--- config.mk ---
export PLATFORM = sky130hd
export DESIGN_NAME = cache_dm_ctrl
export DESIGN_NICKNAME = d
export VERILOG_FILES = /design/src/rtl/cache_pkg.sv /design/src/rtl/cache_addr_split.sv /design/src/rtl/cache_line_store.sv /design/src/rtl/cache_ctrl_fsm.sv /design/src/rtl/cache_dm_ctrl.sv
export SDC_FILE = /design/constraint.sdc
export NUM_CORES = 1
export LEC_CHECK = 0
export ABC_CLOCK_PERIOD_IN_PS = 6900
export CELL_PAD_IN_SITES_DETAIL_PLACEMENT = 2
export CELL_PAD_IN_SITES_GLOBAL_PLACEMENT = 2
export CORE_AREA = 3 3 191 193
export DETAILED_ROUTE_END_ITERATION = 6
export DIE_AREA = 0 0 194 196
export MAX_ROUTING_LAYER = met4
export PLACE_DENSITY = 0.84
export SKIP_LAST_GASP = 1
export SYNTH_ARGS = -nofsm -noshare
export SYNTH_HDL_FRONTEND = slang
export SYNTH_SLANG_ARGS = --single-unit
--- constraint.sdc ---
create_clock -name clk -period 6.9 [get_ports clk]
set_clock_uncertainty 0.2 [all_clocks]
set_input_delay 0.69 -clock clk [delete_from_list [all_inputs] [get_ports clk]]
set_output_delay 0.69 -clock clk [all_outputs]
set_load 0.005 [all_outputs]
--- src/rtl/cache_pkg.sv ---
// Shared type for the cache controller: the states of the miss/store sequencer.
package cache_pkg;
    typedef enum logic [1:0] {
        ST_IDLE    = 2'd0,
        ST_REFILL  = 2'd1,
        ST_RESPOND = 2'd2,
        ST_WRITE   = 2'd3
    } ctrl_state_t;
endpackage

--- src/rtl/cache_addr_split.sv ---
// Splits a byte address into tag, line index and word-in-line fields.
// Assumes words are BYTE_W-bit aligned; the lowest BYTE_W bits are dropped.
module cache_addr_split #(
    parameter int ADDR_W = 32,
    parameter int BYTE_W = 2,
    parameter int WSEL_W = 1,
    parameter int IDX_W  = 2,
    parameter int TAG_W  = ADDR_W - BYTE_W - WSEL_W - IDX_W
) (
    input  logic [ADDR_W-1:0] addr,
    output logic [TAG_W-1:0]  tag,
    output logic [IDX_W-1:0]  idx,
    output logic [WSEL_W-1:0] word
);
    localparam int IDX_LO = BYTE_W + WSEL_W;
    localparam int TAG_LO = IDX_LO + IDX_W;

    // field extraction
    always_comb begin
        word = addr[BYTE_W +: WSEL_W];
        idx  = addr[IDX_LO +: IDX_W];
        tag  = addr[TAG_LO +: TAG_W];
    end
endmodule

--- src/rtl/cache_line_store.sv ---
// Tag, valid and data arrays for a direct-mapped cache.
// One read port (combinational) and two write ports: one word write
// and one tag write that also sets the valid bit. Valid bits clear on reset;
// tags and data are not reset.
module cache_line_store #(
    parameter int LINES  = 4,
    parameter int WORDS  = 2,
    parameter int DATA_W = 32,
    parameter int TAG_W  = 27,
    parameter int IDX_W  = $clog2(LINES),
    parameter int WSEL_W = $clog2(WORDS)
) (
    input  logic              clk,
    input  logic              rst_n,
    input  logic [IDX_W-1:0]  rd_idx,
    input  logic [WSEL_W-1:0] rd_word,
    output logic [DATA_W-1:0] rd_data,
    output logic [TAG_W-1:0]  rd_tag,
    output logic              rd_valid,
    input  logic              wr_en,
    input  logic [IDX_W-1:0]  wr_idx,
    input  logic [WSEL_W-1:0] wr_word,
    input  logic [DATA_W-1:0] wr_data,
    input  logic              tag_en,
    input  logic [IDX_W-1:0]  tag_idx,
    input  logic [TAG_W-1:0]  tag_val
);
    localparam int CELLS = LINES * WORDS;

    logic [LINES-1:0]        valid_vec;
    logic [LINES*TAG_W-1:0]  tag_flat;
    logic [CELLS*DATA_W-1:0] data_flat;

    for (genvar l = 0; l < LINES; l++) begin : g_line
        logic             valid_q;
        logic [TAG_W-1:0] tag_q;

        // line valid flag and tag capture
        always_ff @(posedge clk) begin
            if (!rst_n) begin
                valid_q <= 1'b0;
            end else if (tag_en && tag_idx == IDX_W'(l)) begin
                valid_q <= 1'b1;
                tag_q   <= tag_val;
            end
        end

        assign valid_vec[l]                  = valid_q;
        assign tag_flat[l*TAG_W +: TAG_W]    = tag_q;

        for (genvar w = 0; w < WORDS; w++) begin : g_word
            logic [DATA_W-1:0] word_q;

            // one data word of this line
            always_ff @(posedge clk) begin
                if (wr_en && wr_idx == IDX_W'(l) && wr_word == WSEL_W'(w)) begin
                    word_q <= wr_data;
                end
            end

            assign data_flat[(l*WORDS + w)*DATA_W +: DATA_W] = word_q;
        end
    end

    // lookup read port
    always_comb begin
        rd_valid = valid_vec[rd_idx];
        rd_tag   = tag_flat[int'(rd_idx)*TAG_W +: TAG_W];
        rd_data  = data_flat[(int'(rd_idx)*WORDS + int'(rd_word))*DATA_W +: DATA_W];
    end

    AST_VALID_CLEAR_ON_RESET: assert property (@(posedge clk)
        !rst_n |=> (valid_vec == '0));

    AST_TAG_SETS_VALID: assert property (@(posedge clk) disable iff (!rst_n)
        tag_en |=> valid_vec[$past(tag_idx)]);
endmodule

--- src/rtl/cache_ctrl_fsm.sv ---
// Sequencer for load misses and write-through stores.
// IDLE answers load hits directly; a load miss goes to REFILL, counts
// WORDS fill beats, then RESPOND for one cycle; a store goes to WRITE and
// waits for the memory acknowledge. Assumes the requester holds its
// request stable until ready, and the memory delivers fill words in order.
module cache_ctrl_fsm
    import cache_pkg::*;
#(
    parameter int WORDS  = 2,
    parameter int WSEL_W = $clog2(WORDS)
) (
    input  logic              clk,
    input  logic              rst_n,
    input  logic              cpu_req,
    input  logic              cpu_we,
    input  logic              hit,
    input  logic              mem_rd_valid,
    input  logic              mem_wr_ack,
    output ctrl_state_t       state,
    output logic [WSEL_W-1:0] beat,
    output logic              fill_we,
    output logic              fill_last,
    output logic              store_we,
    output logic              cpu_ready,
    output logic              mem_rd_req,
    output logic              mem_wr_req
);
    localparam logic [WSEL_W-1:0] LAST_BEAT = WSEL_W'(WORDS - 1);

    ctrl_state_t state_q, state_d;
    logic [WSEL_W-1:0] beat_q;

    // next-state decision
    always_comb begin
        state_d = state_q;
        unique case (state_q)
            ST_IDLE: begin
                if (cpu_req && cpu_we)      state_d = ST_WRITE;
                else if (cpu_req && !hit)   state_d = ST_REFILL;
            end
            ST_REFILL:  if (mem_rd_valid && beat_q == LAST_BEAT) state_d = ST_RESPOND;
            ST_RESPOND: state_d = ST_IDLE;
            ST_WRITE:   if (mem_wr_ack) state_d = ST_IDLE;
            default:    state_d = ST_IDLE;
        endcase
    end

    // state and fill beat registers
    always_ff @(posedge clk) begin
        if (!rst_n) begin
            state_q <= ST_IDLE;
            beat_q  <= '0;
        end else begin
            state_q <= state_d;
            if (state_q != ST_REFILL)  beat_q <= '0;
            else if (mem_rd_valid)     beat_q <= beat_q + 1'b1;
        end
    end

    // output decode
    always_comb begin
        state      = state_q;
        beat       = beat_q;
        mem_rd_req = (state_q == ST_REFILL);
        mem_wr_req = (state_q == ST_WRITE);
        fill_we    = mem_rd_req && mem_rd_valid;
        fill_last  = fill_we && (beat_q == LAST_BEAT);
        store_we   = mem_wr_req && mem_wr_ack && hit;
        cpu_ready  = (state_q == ST_IDLE && cpu_req && !cpu_we && hit)
                   || (state_q == ST_RESPOND)
                   || (mem_wr_req && mem_wr_ack);
    end

    AST_REFILL_HOLDS_REQ: assert property (@(posedge clk) disable iff (!rst_n)
        (mem_rd_req && !fill_last) |=> mem_rd_req);

    AST_NOT_READY_IN_REFILL: assert property (@(posedge clk) disable iff (!rst_n)
        mem_rd_req |-> !cpu_ready);

    AST_RESPOND_HITS: assert property (@(posedge clk) disable iff (!rst_n)
        (state_q == ST_RESPOND) |-> hit);

    AST_STORE_READY_ON_ACK: assert property (@(posedge clk) disable iff (!rst_n)
        (cpu_ready && cpu_we) |-> mem_wr_ack);

    AST_ONE_MEM_OP: assert property (@(posedge clk) disable iff (!rst_n)
        $onehot0({mem_rd_req, mem_wr_req}));

    AST_STORE_NO_FETCH: assert property (@(posedge clk) disable iff (!rst_n)
        (state_q == ST_IDLE && cpu_req && cpu_we) |=> !mem_rd_req);
endmodule

--- src/rtl/cache_dm_ctrl.sv ---
// Direct-mapped, write-through, no-write-allocate data cache controller.
// Load hits complete in the request cycle; load misses fetch a whole line
// one word per beat; every store is written to memory and updates the
// cache only when the line is present. Assumes word-aligned accesses.
module cache_dm_ctrl
    import cache_pkg::*;
#(
    parameter int ADDR_W     = 32,
    parameter int DATA_W     = 32,
    parameter int LINE_WORDS = 2,
    parameter int LINES      = 4
) (
    input  logic              clk,
    input  logic              rst_n,
    input  logic              cpu_req,
    input  logic              cpu_we,
    input  logic [ADDR_W-1:0] cpu_addr,
    input  logic [DATA_W-1:0] cpu_wdata,
    output logic [DATA_W-1:0] cpu_rdata,
    output logic              cpu_ready,
    output logic [ADDR_W-1:0] mem_addr,
    output logic              mem_rd_req,
    input  logic              mem_rd_valid,
    input  logic [DATA_W-1:0] mem_rd_data,
    output logic              mem_wr_req,
    output logic [DATA_W-1:0] mem_wr_data,
    input  logic              mem_wr_ack
);
    localparam int BYTE_W = $clog2(DATA_W / 8);
    localparam int WSEL_W = $clog2(LINE_WORDS);
    localparam int IDX_W  = $clog2(LINES);
    localparam int OFF_W  = BYTE_W + WSEL_W;
    localparam int TAG_W  = ADDR_W - OFF_W - IDX_W;

    logic [TAG_W-1:0]  req_tag;
    logic [IDX_W-1:0]  req_idx;
    logic [WSEL_W-1:0] req_word;
    logic [DATA_W-1:0] line_word;
    logic [TAG_W-1:0]  line_tag;
    logic              line_valid;
    logic              hit;
    ctrl_state_t       state;
    logic [WSEL_W-1:0] beat;
    logic              fill_we, fill_last, store_we;
    logic              arr_we;
    logic [WSEL_W-1:0] arr_word;
    logic [DATA_W-1:0] arr_data;

    cache_addr_split #(
        .ADDR_W (ADDR_W),
        .BYTE_W (BYTE_W),
        .WSEL_W (WSEL_W),
        .IDX_W  (IDX_W),
        .TAG_W  (TAG_W)
    ) u_split (
        .addr (cpu_addr),
        .tag  (req_tag),
        .idx  (req_idx),
        .word (req_word)
    );

    cache_line_store #(
        .LINES  (LINES),
        .WORDS  (LINE_WORDS),
        .DATA_W (DATA_W),
        .TAG_W  (TAG_W),
        .IDX_W  (IDX_W),
        .WSEL_W (WSEL_W)
    ) u_store (
        .clk      (clk),
        .rst_n    (rst_n),
        .rd_idx   (req_idx),
        .rd_word  (req_word),
        .rd_data  (line_word),
        .rd_tag   (line_tag),
        .rd_valid (line_valid),
        .wr_en    (arr_we),
        .wr_idx   (req_idx),
        .wr_word  (arr_word),
        .wr_data  (arr_data),
        .tag_en   (fill_last),
        .tag_idx  (req_idx),
        .tag_val  (req_tag)
    );

    cache_ctrl_fsm #(
        .WORDS  (LINE_WORDS),
        .WSEL_W (WSEL_W)
    ) u_fsm (
        .clk          (clk),
        .rst_n        (rst_n),
        .cpu_req      (cpu_req),
        .cpu_we       (cpu_we),
        .hit          (hit),
        .mem_rd_valid (mem_rd_valid),
        .mem_wr_ack   (mem_wr_ack),
        .state        (state),
        .beat         (beat),
        .fill_we      (fill_we),
        .fill_last    (fill_last),
        .store_we     (store_we),
        .cpu_ready    (cpu_ready),
        .mem_rd_req   (mem_rd_req),
        .mem_wr_req   (mem_wr_req)
    );

    // tag compare and array write steering
    always_comb begin
        hit      = line_valid && (line_tag == req_tag);
        arr_we   = fill_we || store_we;
        arr_word = fill_we ? beat : req_word;
        arr_data = fill_we ? mem_rd_data : cpu_wdata;
    end

    // outward data and address
    always_comb begin
        cpu_rdata   = line_word;
        mem_wr_data = cpu_wdata;
        if (state == ST_WRITE)
            mem_addr = {cpu_addr[ADDR_W-1:BYTE_W], {BYTE_W{1'b0}}};
        else
            mem_addr = {cpu_addr[ADDR_W-1:OFF_W], {OFF_W{1'b0}}};
    end

    AST_FETCH_LINE_ALIGNED: assert property (@(posedge clk) disable iff (!rst_n)
        mem_rd_req |-> (mem_addr[OFF_W-1:0] == '0 && $stable(mem_addr)));

    AST_LOAD_HIT_QUIET: assert property (@(posedge clk) disable iff (!rst_n)
        (state == ST_IDLE && cpu_ready) |=> !mem_rd_req && !mem_wr_req);
endmodule

Yosys cells after proc, flatten, opt, wreduce, memory -nomap -nowiden --
Cells that the tools add are included. Widths: inputs -> output; s select.
Word-level totals: register bits 371, output and inout port bits 99
Cells by class: add/subtract/negate cells 2, multiply operators 1, magnitude comparators 1, equal/unequal tests 11, shift operators 2, mux-type cells 10, bitwise gates (word level) 2, reductions and logical operators 40
Operators by type and width (count):
- $shiftx 256x32->32 | 1
- $shiftx 108x32->27 | 1
- $mux 32 | 1
- $eq 27x27->1 | 1
- $logic_and 1x1->1 | 27
- $eq 2x2->1 const B | 4
- $mux 2 | 4
- $pmux 2 s4 | 1
- $reduce_and 2->1 | 4
- $mul 2x5->7 const B | 1
- $ne 2x1->1 const B | 3
- $add 3x1->4 | 1
- $eq 2x1->1 const B | 2
- $logic_not 2->1 | 2
- $logic_or 1x1->1 | 3
- $lt 2x3->1 const B | 1
- $mux 3 | 1
- $ne 3x1->1 const B | 1
- $reduce_and 3->1 | 1
- $bmux 1 s2 | 1
- $logic_not 1->1 | 2
- $mux 1 | 2
- $not 1->1 | 2
- $reduce_or 2->1 | 1
- $add 1x1->1 const B | 1

Longest topological paths before layout --
Gate-level depths: netlist of the first run.
depth after elaboration 9, gate-level depth with buffers 11

Hierarchy --
A second synthesis of the first run with hierarchy kept.
Second synthesis, totals: cell total of the unflattened synthesis 736, area total of the unflattened synthesis 15551.2 um2
By module, submodules not included:
- cache_line_store | times used 1, cells each 543, area an instance 13943.4 um2, seq. area each 11010.6 um2
- cache_dm_ctrl | times used 1, cells each 139, area an instance 1179.9 um2, seq. area each 0.0 um2
- cache_addr_split | times used 1, cells each 30, area an instance 225.2 um2, seq. area each 0.0 um2
- cache_ctrl_fsm | times used 1, cells each 24, area an instance 202.7 um2, seq. area each 60.1 um2

Least setup slack after synthesis of the first run --
No wires, ideal clock.
kind in2reg, from input port cpu_addr[3], to register u_store.g_line[1].g_word[1].word_q[0] (enable), setup time 0.421 ns, arrival time 3.922 ns, required time 6.279 ns, path slack 2.357 ns, stages 9, path buffers 1, cell sequence buf_6 mux4_1 xnor2_1 nand4_1 nor2_1 o2111ai_1 nor4_4 a41oi_2 nor2_1
Between the ends: longest elaborated chain between the ends 8, elaborated cells on any way between the ends 11
RTL lines:
- start: declaration | RTL line cache_dm_ctrl.sv:17 | input logic [ADDR_W-1:0] cpu_addr,
- $mul 2x5->7 | RTL line cache_line_store.sv:68 | rd_tag = tag_flat[int'(rd_idx)*TAG_W +: TAG_W];
- $shiftx 108x32->27 | RTL line cache_line_store.sv:68
- $eq 27x27->1 | RTL line cache_dm_ctrl.sv:109 | hit = line_valid && (line_tag == req_tag);
- $logic_and 1x1->1 | RTL line cache_dm_ctrl.sv:109
- $logic_and 1x1->1 | RTL line cache_ctrl_fsm.sv:68 | store_we = mem_wr_req && mem_wr_ack && hit;
- $logic_or 1x1->1 | RTL line cache_dm_ctrl.sv:110 | arr_we = fill_we || store_we;
- $logic_and 1x1->1 (*) (2 in a row) | RTL line cache_line_store.sv:56 | if (wr_en && wr_idx == IDX_W'(l) && wr_word == WSEL_W'(w)) begin
- end signal: assignment | RTL line cache_line_store.sv:57 | word_q <= wr_data;
- end: declaration | RTL line cache_line_store.sv:52 | logic [DATA_W-1:0] word_q;
Every way passes the cells marked *; elsewhere a longest branch is shown, timed or not. The select of a mux whose other input is x is not followed. A chain may end at the register's enable or synchronous reset.

Final worst setup path of the first run --
from input port cpu_addr[4], to output port cpu_ready
Between the ends: longest elaborated chain between the ends 7, elaborated cells on any way between the ends 9
RTL lines:
- $mul 2x5->7 | RTL line cache_line_store.sv:68
- $shiftx 108x32->27 | RTL line cache_line_store.sv:68
- $eq 27x27->1 | RTL line cache_dm_ctrl.sv:109
- $logic_and 1x1->1 (*) | RTL line cache_dm_ctrl.sv:109
- $logic_and 1x1->1 (*) | RTL line cache_ctrl_fsm.sv:69 | cpu_ready = (state_q == ST_IDLE && cpu_req && !cpu_we && hit)
- $logic_or 1x1->1 (*) | RTL line cache_ctrl_fsm.sv:70 | || (state_q == ST_RESPOND)
- $logic_or 1x1->1 (*) | RTL line cache_ctrl_fsm.sv:71 | || (mem_wr_req && mem_wr_ack);
- end: declaration | RTL line cache_dm_ctrl.sv:20 | output logic cpu_ready,
Marks and branches as above.

==> summary.md, run 1 <==
| Metric | Value |
|---|---|
| Overall die height | `196 um` |
| Cells after DPL | `1382` |
| Overall fraction of global-route tracks in use | `about 22%` |
| First-iteration detailed-routing DRC count | `539` |
| Count of port buffers added during placement | `196` |
| Number of global-route vias before repair | `9244` |
| Peak supply drop | `0.214 mV` |
| Post-synthesis average cell area | `18.8 sq um` |
| Core region area | `approximately 35000 sq um` |
| Worst-Margin Slew | `1.10 ns` |
| CP cell instances | `buf_4, mux4_1, xnor2_1, nand4_1, nor2_1, o2111ai_1, nor4_4, a31oi_1, a21oi_1, clkdlybuf4s50_1` |
| Most used standard cell by instance count after synthesis | `sky130_fd_sc_hd__edfxtp_1` |
| First-pass GRT wire length | `62100 um` |
| Clk sinks | `371` |
| Per-cell via count in the routed design | `around 5.5` |
| Dominant register cell in the synthesized netlist | `sky130_fd_sc_hd__edfxtp_1` |
| Cell variety after synth | `42` |
| Design area | `18600 sq um` |
| DR WL/cell | `roughly 28 um` |
| # fillers | `roughly 3000` |
| Placer congestion estimate | `0.712` |
| Startpoint types | `input port` |
| Overall overflow remaining after global route | `0` |
| Number of max-cap violations | `0` |
| Post-route setup TNS | `0 ns` |
| Effective utilization at floorplan | `44.0%` |
| Total of hold buffers inserted after clock tree synthesis | `0` |
| Register bit total from synthesis | `371` |
| Clock transition at path regs | `about 0.060 ns` |
| Largest incremental delay on the critical path | `0.79 ns` |
| Antenna violations before repair | `0` |
| Final count of pins violating max slew | `0` |
| Register area | `11100 sq um` |
| Number of setup violations in the final report | `0` |
| Setup slack of the worst register-to-register path | `2.30 ns` |
| Largest cells by area after synthesis | `sky130_fd_sc_hd__edfxtp_1 (72%), sky130_fd_sc_hd__mux4_2 (11%), sky130_fd_sc_hd__buf_4 (3.3%), sky130_fd_sc_hd__nand2_1 (2.7%), sky130_fd_sc_hd__mux2_2 (2.4%)` |
| Non-Filler Instances | `1452` |
| Post-synthesis async set-or-reset flop share | `0%` |
| Number of vias after detailed routing | `8049` |
| Number of iterations in the first detailed-routing pass | `7` |
| Total placed instance area | `17400 sq um` |
| Hold path depth | `1` |
| Arrival @ worst endpoint | `4.32 ns` |
| Achievable frequency | `192 MHz` |
| TritonCTS clock tree | `done` |
| Diodes inserted | `0` |
| Root Driver | `sky130_fd_sc_hd__clkbuf_16` |
| Die outline width | `194 um` |
| Unrepaired setup endpoints after global routing | `false` |
| Ratio of cells with drive above 1 in the final layout | `about a fifth` |
| Number of buffers inserted during clock tree synthesis | `40` |
| Crit path max fanout | `68` |
| Clock network latency to the later pin of the worst-skew pair | `0.52 ns` |
| End-of-flow core utilization | `between 50% and 60%` |
| Class of the tightest hold or removal check | `flip-flop to flip-flop` |
| Endpoint of the most critical register-to-register path | `u_store.g_line[0].g_word[1].word_q[17]$_DFFE_PP_` |
| Crit-path slowest cell | `sky130_fd_sc_hd__buf_4` |
| Worst Hold End | `u_store.g_line[1].valid_q$_SDFFE_PN0P_` |
| Post-detailed-routing wire length | `41300 um` |
| Post-synth EDFFs | `364` |
| # IOs | `roughly 200` |
| Fin. Hold Viols | `0` |
| # rows | `68` |
| Final layout net count | `~1100` |
| Pre-CTS setup slack | `1.35 ns` |
| Classification of the worst setup path | `input port to output pin` |
| Number of instances in the synthesized netlist | `slightly above 800` |
| Area of the die | `38000 sq um` |
| Setup Buffers After CTS | `0` |
| Number of H-tree levels | `2` |
| Top-area cell type share of the netlist area | `between 70% and 80%` |
| Result of the run | `completed` |
| Startpoint of the tightest hold check path | `u_store.g_line[1].valid_q$_SDFFE_PN0P_` |
| Reg2reg path depth | `9` |
| Worst R2R Start | `u_store.g_line[0].tag_q[4]$_DFFE_PP_` |
| Post-synth design cell area | `15300 sq um` |
| Multi-input gate area in the final layout | `~3600 sq um` |
| P per Cell Area | `267 nW/um^2` |
| Clock period minus final worst setup slack | `5.21 ns` |
| Final HPWL from detailed placement | `26000 um` |
| Worst path setup slack after routing | `approximately 1.7 ns` |
| Leading cell types by count after synthesis | `sky130_fd_sc_hd__edfxtp_1 (364), sky130_fd_sc_hd__nand2_1 (109), sky130_fd_sc_hd__mux4_2 (76)` |
| Yosys Warn Count | `0` |
| Data required, critical path | `6.01 ns` |
| Part of the cycle the worst path needs | `between 70% and 80%` |
| Largest area contributor in the netlist | `sky130_fd_sc_hd__edfxtp_1` |
| Static leakage power | `6.20 nW` |
| Crit. End Element | `output pin` |
| Growth of design area from synthesis to finish | `21.9%` |
| DRC violations left | `0` |
| Register area share after synthesis | `72.5%` |
| Number of gates given a new drive strength after cts | `0` |
| Count of antenna-violating nets left after detailed routing | `0` |
| Slew margin rel. | `27.0%` |
| Clock Path Buffers | `3` |
| Maximum number of pins on one net before global-route repair | `69` |
[how the worst max path moves through the flow]
stage,startpoint,end,slack [ns],cells after the start
after floorplan,cpu_addr[3],u_store.g_line[1].g_word[1].word_q[0]$_DFFE_PP_,2.36,9
after global placement,cpu_addr[4],u_store.g_line[2].g_word[1].word_q[17]$_DFFE_PP_,1.52,10
after detailed placement,cpu_addr[4],u_store.g_line[3].g_word[1].word_q[14]$_DFFE_PP_,1.35,10
after CTS,cpu_addr[4],cpu_ready,1.62,10
after global routing,cpu_addr[4],cpu_ready,1.42,10
final,cpu_addr[4],cpu_ready,1.69,10
[state kept, by name, summed over array words and instances, names as in the netlist]
signal                        count
u_fsm.beat                        1
u_fsm.state                       2
u_store.g_line.g_word.word_q    256
u_store.g_line.tag_q            108
u_store.g_line.valid_q            4
[metrics by stage]
step / hold WS (ns) / power, mW
after floorplan: 0.221 / 2.76
after global placement: 0.228 / 2.93
after detailed placement: 0.251 / 2.95
after CTS: 0.275 / 5.02
after global routing: 0.290 / 5.13
final: 0.272 / 4.97
[placed cells by master (no fill, tap or decap), drive strengths merged, types with 3 or more instances in the layout]
master         count
clkdlybuf4s50    193
o21ai              5
nand2            109
inv                6
a21oi              4
nor2              12
a211oi             4
clkinv            12
and3               3
mux2i             23
xnor2             16
dfxtp              7
nor3               5
a21o               4
bufinv             3
xor2              11
mux4              81
nand4              4
buf               19
clkbuf            54
edfxtp           364
mux2              33
[cells by family after synthesis]
| logic type | Yosys count | synth area share, % |
|---|---|---|
| AO/OA/AOI/OAI | 32 | 1.62 |
| multiplexers | 137 | 16.0 |
| AND/OR/NAND/NOR | 141 | 3.90 |
| XOR/XNOR | 27 | 1.55 |
| flip-flops | 371 | 72.5 |
| buffers and inverters | 104 | 4.35 |
| other | 1 | 0.0246 |
[worst max-delay path: cells and delay by family]
kind | cells | cell delay, ns
AO/OA/AOI/OAI | 3 | 0.62
XOR/XNOR | 1 | 0.23
buffers and inverters | 2 | 1.31
multiplexers | 1 | 0.47
AND/OR/NAND/NOR | 3 | 0.97
[power by group]
part           internal [mW]  switching (mW)  leakage (nW)  total [mW]
registers               2.50         0.00675          3.33        2.51
logic                  0.194           0.195          2.26       0.389
clock network           1.21           0.864         0.606        2.07
[area by class of cell]
type | count | share of cell area [%]
clock inverters | 16 | 0.868
multi-input cells | 339 | 19.4
clock buffers | 54 | 5.78
flip-flops and latches | 371 | 59.5
repair buffers | 212 | 11.3
inverters | 5 | 0.101
well taps | 455 | 3.06
[per-layer routing]
layer	track usage, %	wire length (um)
met1	27.4	16400
met2	39.9	22600
met3	3.13	1680
met4	4.68	645
met5	-	0
Note: power is estimated with default switching activity, not from simulation.
==> run 2, diff against run 1 <==
--- a/config.mk
+++ b/config.mk
@@ -5,14 +5,14 @@
 export SDC_FILE = /design/constraint.sdc
 export NUM_CORES = 1
 export LEC_CHECK = 0
-export ABC_CLOCK_PERIOD_IN_PS = 6900
+export ABC_CLOCK_PERIOD_IN_PS = 5050
 export CELL_PAD_IN_SITES_DETAIL_PLACEMENT = 2
 export CELL_PAD_IN_SITES_GLOBAL_PLACEMENT = 2
-export CORE_AREA = 3 3 191 193
+export CORE_AREA = 3 3 197 199
 export DETAILED_ROUTE_END_ITERATION = 6
-export DIE_AREA = 0 0 194 196
+export DIE_AREA = 0 0 200 202
 export MAX_ROUTING_LAYER = met4
-export PLACE_DENSITY = 0.84
+export PLACE_DENSITY = 0.8
 export SKIP_LAST_GASP = 1
 export SYNTH_ARGS = -nofsm -noshare
 export SYNTH_HDL_FRONTEND = slang
==> constraint.sdc (replaced) <==
create_clock -name clk -period 5.05 [get_ports clk]
set_clock_uncertainty 0.2 [all_clocks]
set_input_delay 0.505 -clock clk [delete_from_list [all_inputs] [get_ports clk]]
set_output_delay 0.505 -clock clk [all_outputs]
set_load 0.005 [all_outputs]
==> run 2 against run 1 <==
Compared with the run above: clock power increased by 35%; final cell count increased by 4.8%; final area increased by 0.98%; via count increased by 1.4%; register-to-register slack got worse by 1.3 ns; global-route usage decreased by 0.42 points; non-clock buffer count increased by 11; total power increased by 36%; combinational power increased by 39%; critical endpoint unchanged; largest cell class unchanged.
==> summary.md, run 2 (synthesized netlist as in run 1, its figures left out) <==
| Metric | Value |
|---|---|
| Peak supply drop | `0.333 mV` |
| Fin. Hold Viols | `0` |
| Startpoint types | `input port` |
| Post-route setup TNS | `0 ns` |
| Data required, critical path | `4.35 ns` |
| Post-detailed-routing wire length | `42100 um` |
| Result of the run | `completed` |
| Number of H-tree levels | `2` |
| Count of port buffers added during placement | `196` |
| Clk sinks | `around 370` |
| Crit path max fanout | `30` |
| Number of vias after detailed routing | `8162` |
| First-iteration detailed-routing DRC count | `around 500` |
| Cell-internal power | `5.28 mW` |
| Net switching power figure | `1.50 mW` |
| Total design power | `6.77 mW` |
| Setup Buffers After CTS | `0` |
| Root Driver | `sky130_fd_sc_hd__clkbuf_16` |
| Most used cells in the layout excluding fill and tap cells | `sky130_fd_sc_hd__edfxtp_1 (364), sky130_fd_sc_hd__clkdlybuf4s50_1 (193), sky130_fd_sc_hd__nand2_1 (108)` |
| Count of antenna-violating nets left after detailed routing | `0` |
| P per Cell Area | `361 nW/um^2` |
| Per-cell via count in the routed design | `5.36` |
| Number of setup violations in the final report | `0` |
| Share of total power in the clock network | `41.4%` |
| Crit. End Element | `output pin` |
| Worst R2R Start | `u_store.g_line[3].tag_q[4]$_DFFE_PP_` |
| Classification of the worst setup path | `input port to output pin` |
| Number of global-route vias before repair | `about 9400` |
| Achievable frequency | `219 MHz` |
| Core region area | `between 30000 and 40000 sq um` |
| Largest Register | `u_store.g_line.g_word.word_q` |
| First-pass GRT wire length | `63500 um` |
| Overall fraction of global-route tracks in use | `21.9%` |
| Worst-Margin Slew | `0.622 ns` |
| Largest register FFs | `around 260` |
| Total of hold buffers inserted after clock tree synthesis | `0` |
| Number of buffers inserted during clock tree synthesis | `40` |
| Global Route met1 Usage | `between 20% and 30%` |
| Clock period minus final worst setup slack | `4.56 ns` |
| Overall die height | `202 um` |
| # IOs | `201` |
| DRC violations left | `0` |
| TritonCTS clock tree | `done` |
| Most common library cell in the layout ignoring fill and taps | `sky130_fd_sc_hd__edfxtp_1` |
| Part of the cycle the worst path needs | `90.4%` |
| Clock Path Buffers | `3` |
| Cells after DPL | `~1400` |
| Unrepaired setup endpoints after global routing | `false` |
| Final HPWL from detailed placement | `26300 um` |
| Part of the power in registers | `50.6%` |
| Placer congestion estimate | `0.702` |
| Combinational share of power | `8.0%` |
| Number of gates given a new drive strength after cts | `0` |
| DR WL/cell | `27.7 um` |
| Ratio of cells with drive above 1 in the final layout | `roughly a fifth` |
| Effective utilization at floorplan | `40.8%` |
| Non-Filler Instances | `1522` |
| Antenna violations before repair | `1` |
| Maximum number of pins on one net before global-route repair | `38` |
| Static leakage power | `between 6 and 7 nW` |
| Arrival @ worst endpoint | `3.86 ns` |
| Area of the die | `40400 sq um` |
| Clock transition at path regs | `around 0.060 ns` |
| # rows | `71` |
| Die outline width | `200 um` |
| Growth of design area from synthesis to finish | `23.1%` |
| Startpoint of the tightest hold check path | `u_store.g_line[0].valid_q$_SDFFE_PN0P_` |
| Final count of pins violating max slew | `0` |
| Final layout net count | `1082` |
| Met2 global-route usage | `36.9%` |
| Met3 capacity usage during global routing | `3.67%` |
| Clock network latency to the later pin of the worst-skew pair | `0.54 ns` |
| Number of max-cap violations | `0` |
| Class of the tightest hold or removal check | `flip-flop to flip-flop` |
| Number of iterations in the first detailed-routing pass | `5` |
| Biggest registers after layout | `u_store.g_line.g_word.word_q x256, u_store.g_line.tag_q x108, u_store.g_line.valid_q x4` |
| Most heavily used metal layer in global routing | `met2` |
| Switching part of the total | `22.1%` |
| # fillers | `3300` |
| Launch point of the critical path | `cpu_addr[3]` |
| Overall overflow remaining after global route | `0` |
| Slew margin rel. | `around 60%` |
-- run 2: path summary, 6_finish.rpt --
check                                                     end  slack, ns  cells past startpoint
max                                                 cpu_ready       0.49                     11
min                    u_store.g_line[0].valid_q$_SDFFE_PN0P_       0.27                      1
max reg2reg  u_store.g_line[2].g_word[1].word_q[23]$_DFFE_PP_       1.04                      9
min reg2reg            u_store.g_line[0].valid_q$_SDFFE_PN0P_       0.27                      1
-- run 2: per-layer routing --
metal	up-vias	share of wire [%]
met2	264	52
li1	3472	-
met4	0	2.0
met1	4364	41
met3	62	4.9
met5	-	0
-- run 2: area by class of cell --
cell class | count | area, sq um | area share, %
multi-input cells | 339 | 3600 | 19.2
clock buffers | 46 | 1040 | 5.56
clock inverters | 26 | 181 | 0.966
diodes | 1 | 2.50 | 0.0133
well taps | 511 | 639 | 3.40
repair buffers | 223 | 2220 | 11.8
inverters | 5 | 18.8 | 0.0999
flip-flops and latches | 371 | 11100 | 58.9
-- run 2: power groups by stage --
stage               Clock [mW]  Sequential, mW  Combinational (mW)
floorplan                    0            3.49               0.275
global placement             0            3.49               0.512
detailed placement           0            3.50               0.542
CTS                       2.86            3.43               0.552
global route              2.97            3.43               0.586
finish                    2.80            3.43               0.541
-- run 2: worst max-delay path, stage by stage --
cell and delay, ns:
sky130_fd_sc_hd__buf_4 0.32, sky130_fd_sc_hd__buf_4 0.51, sky130_fd_sc_hd__inv_2 0.14, sky130_fd_sc_hd__a221oi_1 0.33, sky130_fd_sc_hd__nand2_1 0.12, sky130_fd_sc_hd__o31ai_1 0.12
sky130_fd_sc_hd__o2111ai_1 0.30, sky130_fd_sc_hd__nor4_4 0.58, sky130_fd_sc_hd__a31oi_1 0.15, sky130_fd_sc_hd__a21oi_1 0.19, sky130_fd_sc_hd__clkdlybuf4s50_1 0.55
-- run 2: through the flow --
stage | worst slack, ns | hold WS, ns | instance area, sq um | utilization, %
3_3_place_gp | 0.681 | 0.229 | 17600 | 46.9
4_1_cts | 0.520 | 0.259 | 18800 | 50.2
5_1_grt | 0.237 | 0.291 | 18800 | 50.2
2_1_floorplan | 0.692 | 0.221 | 15300 | -
6_report | 0.486 | 0.267 | 18800 | 50.2
3_5_place_dp | 0.472 | 0.247 | 17600 | 46.9
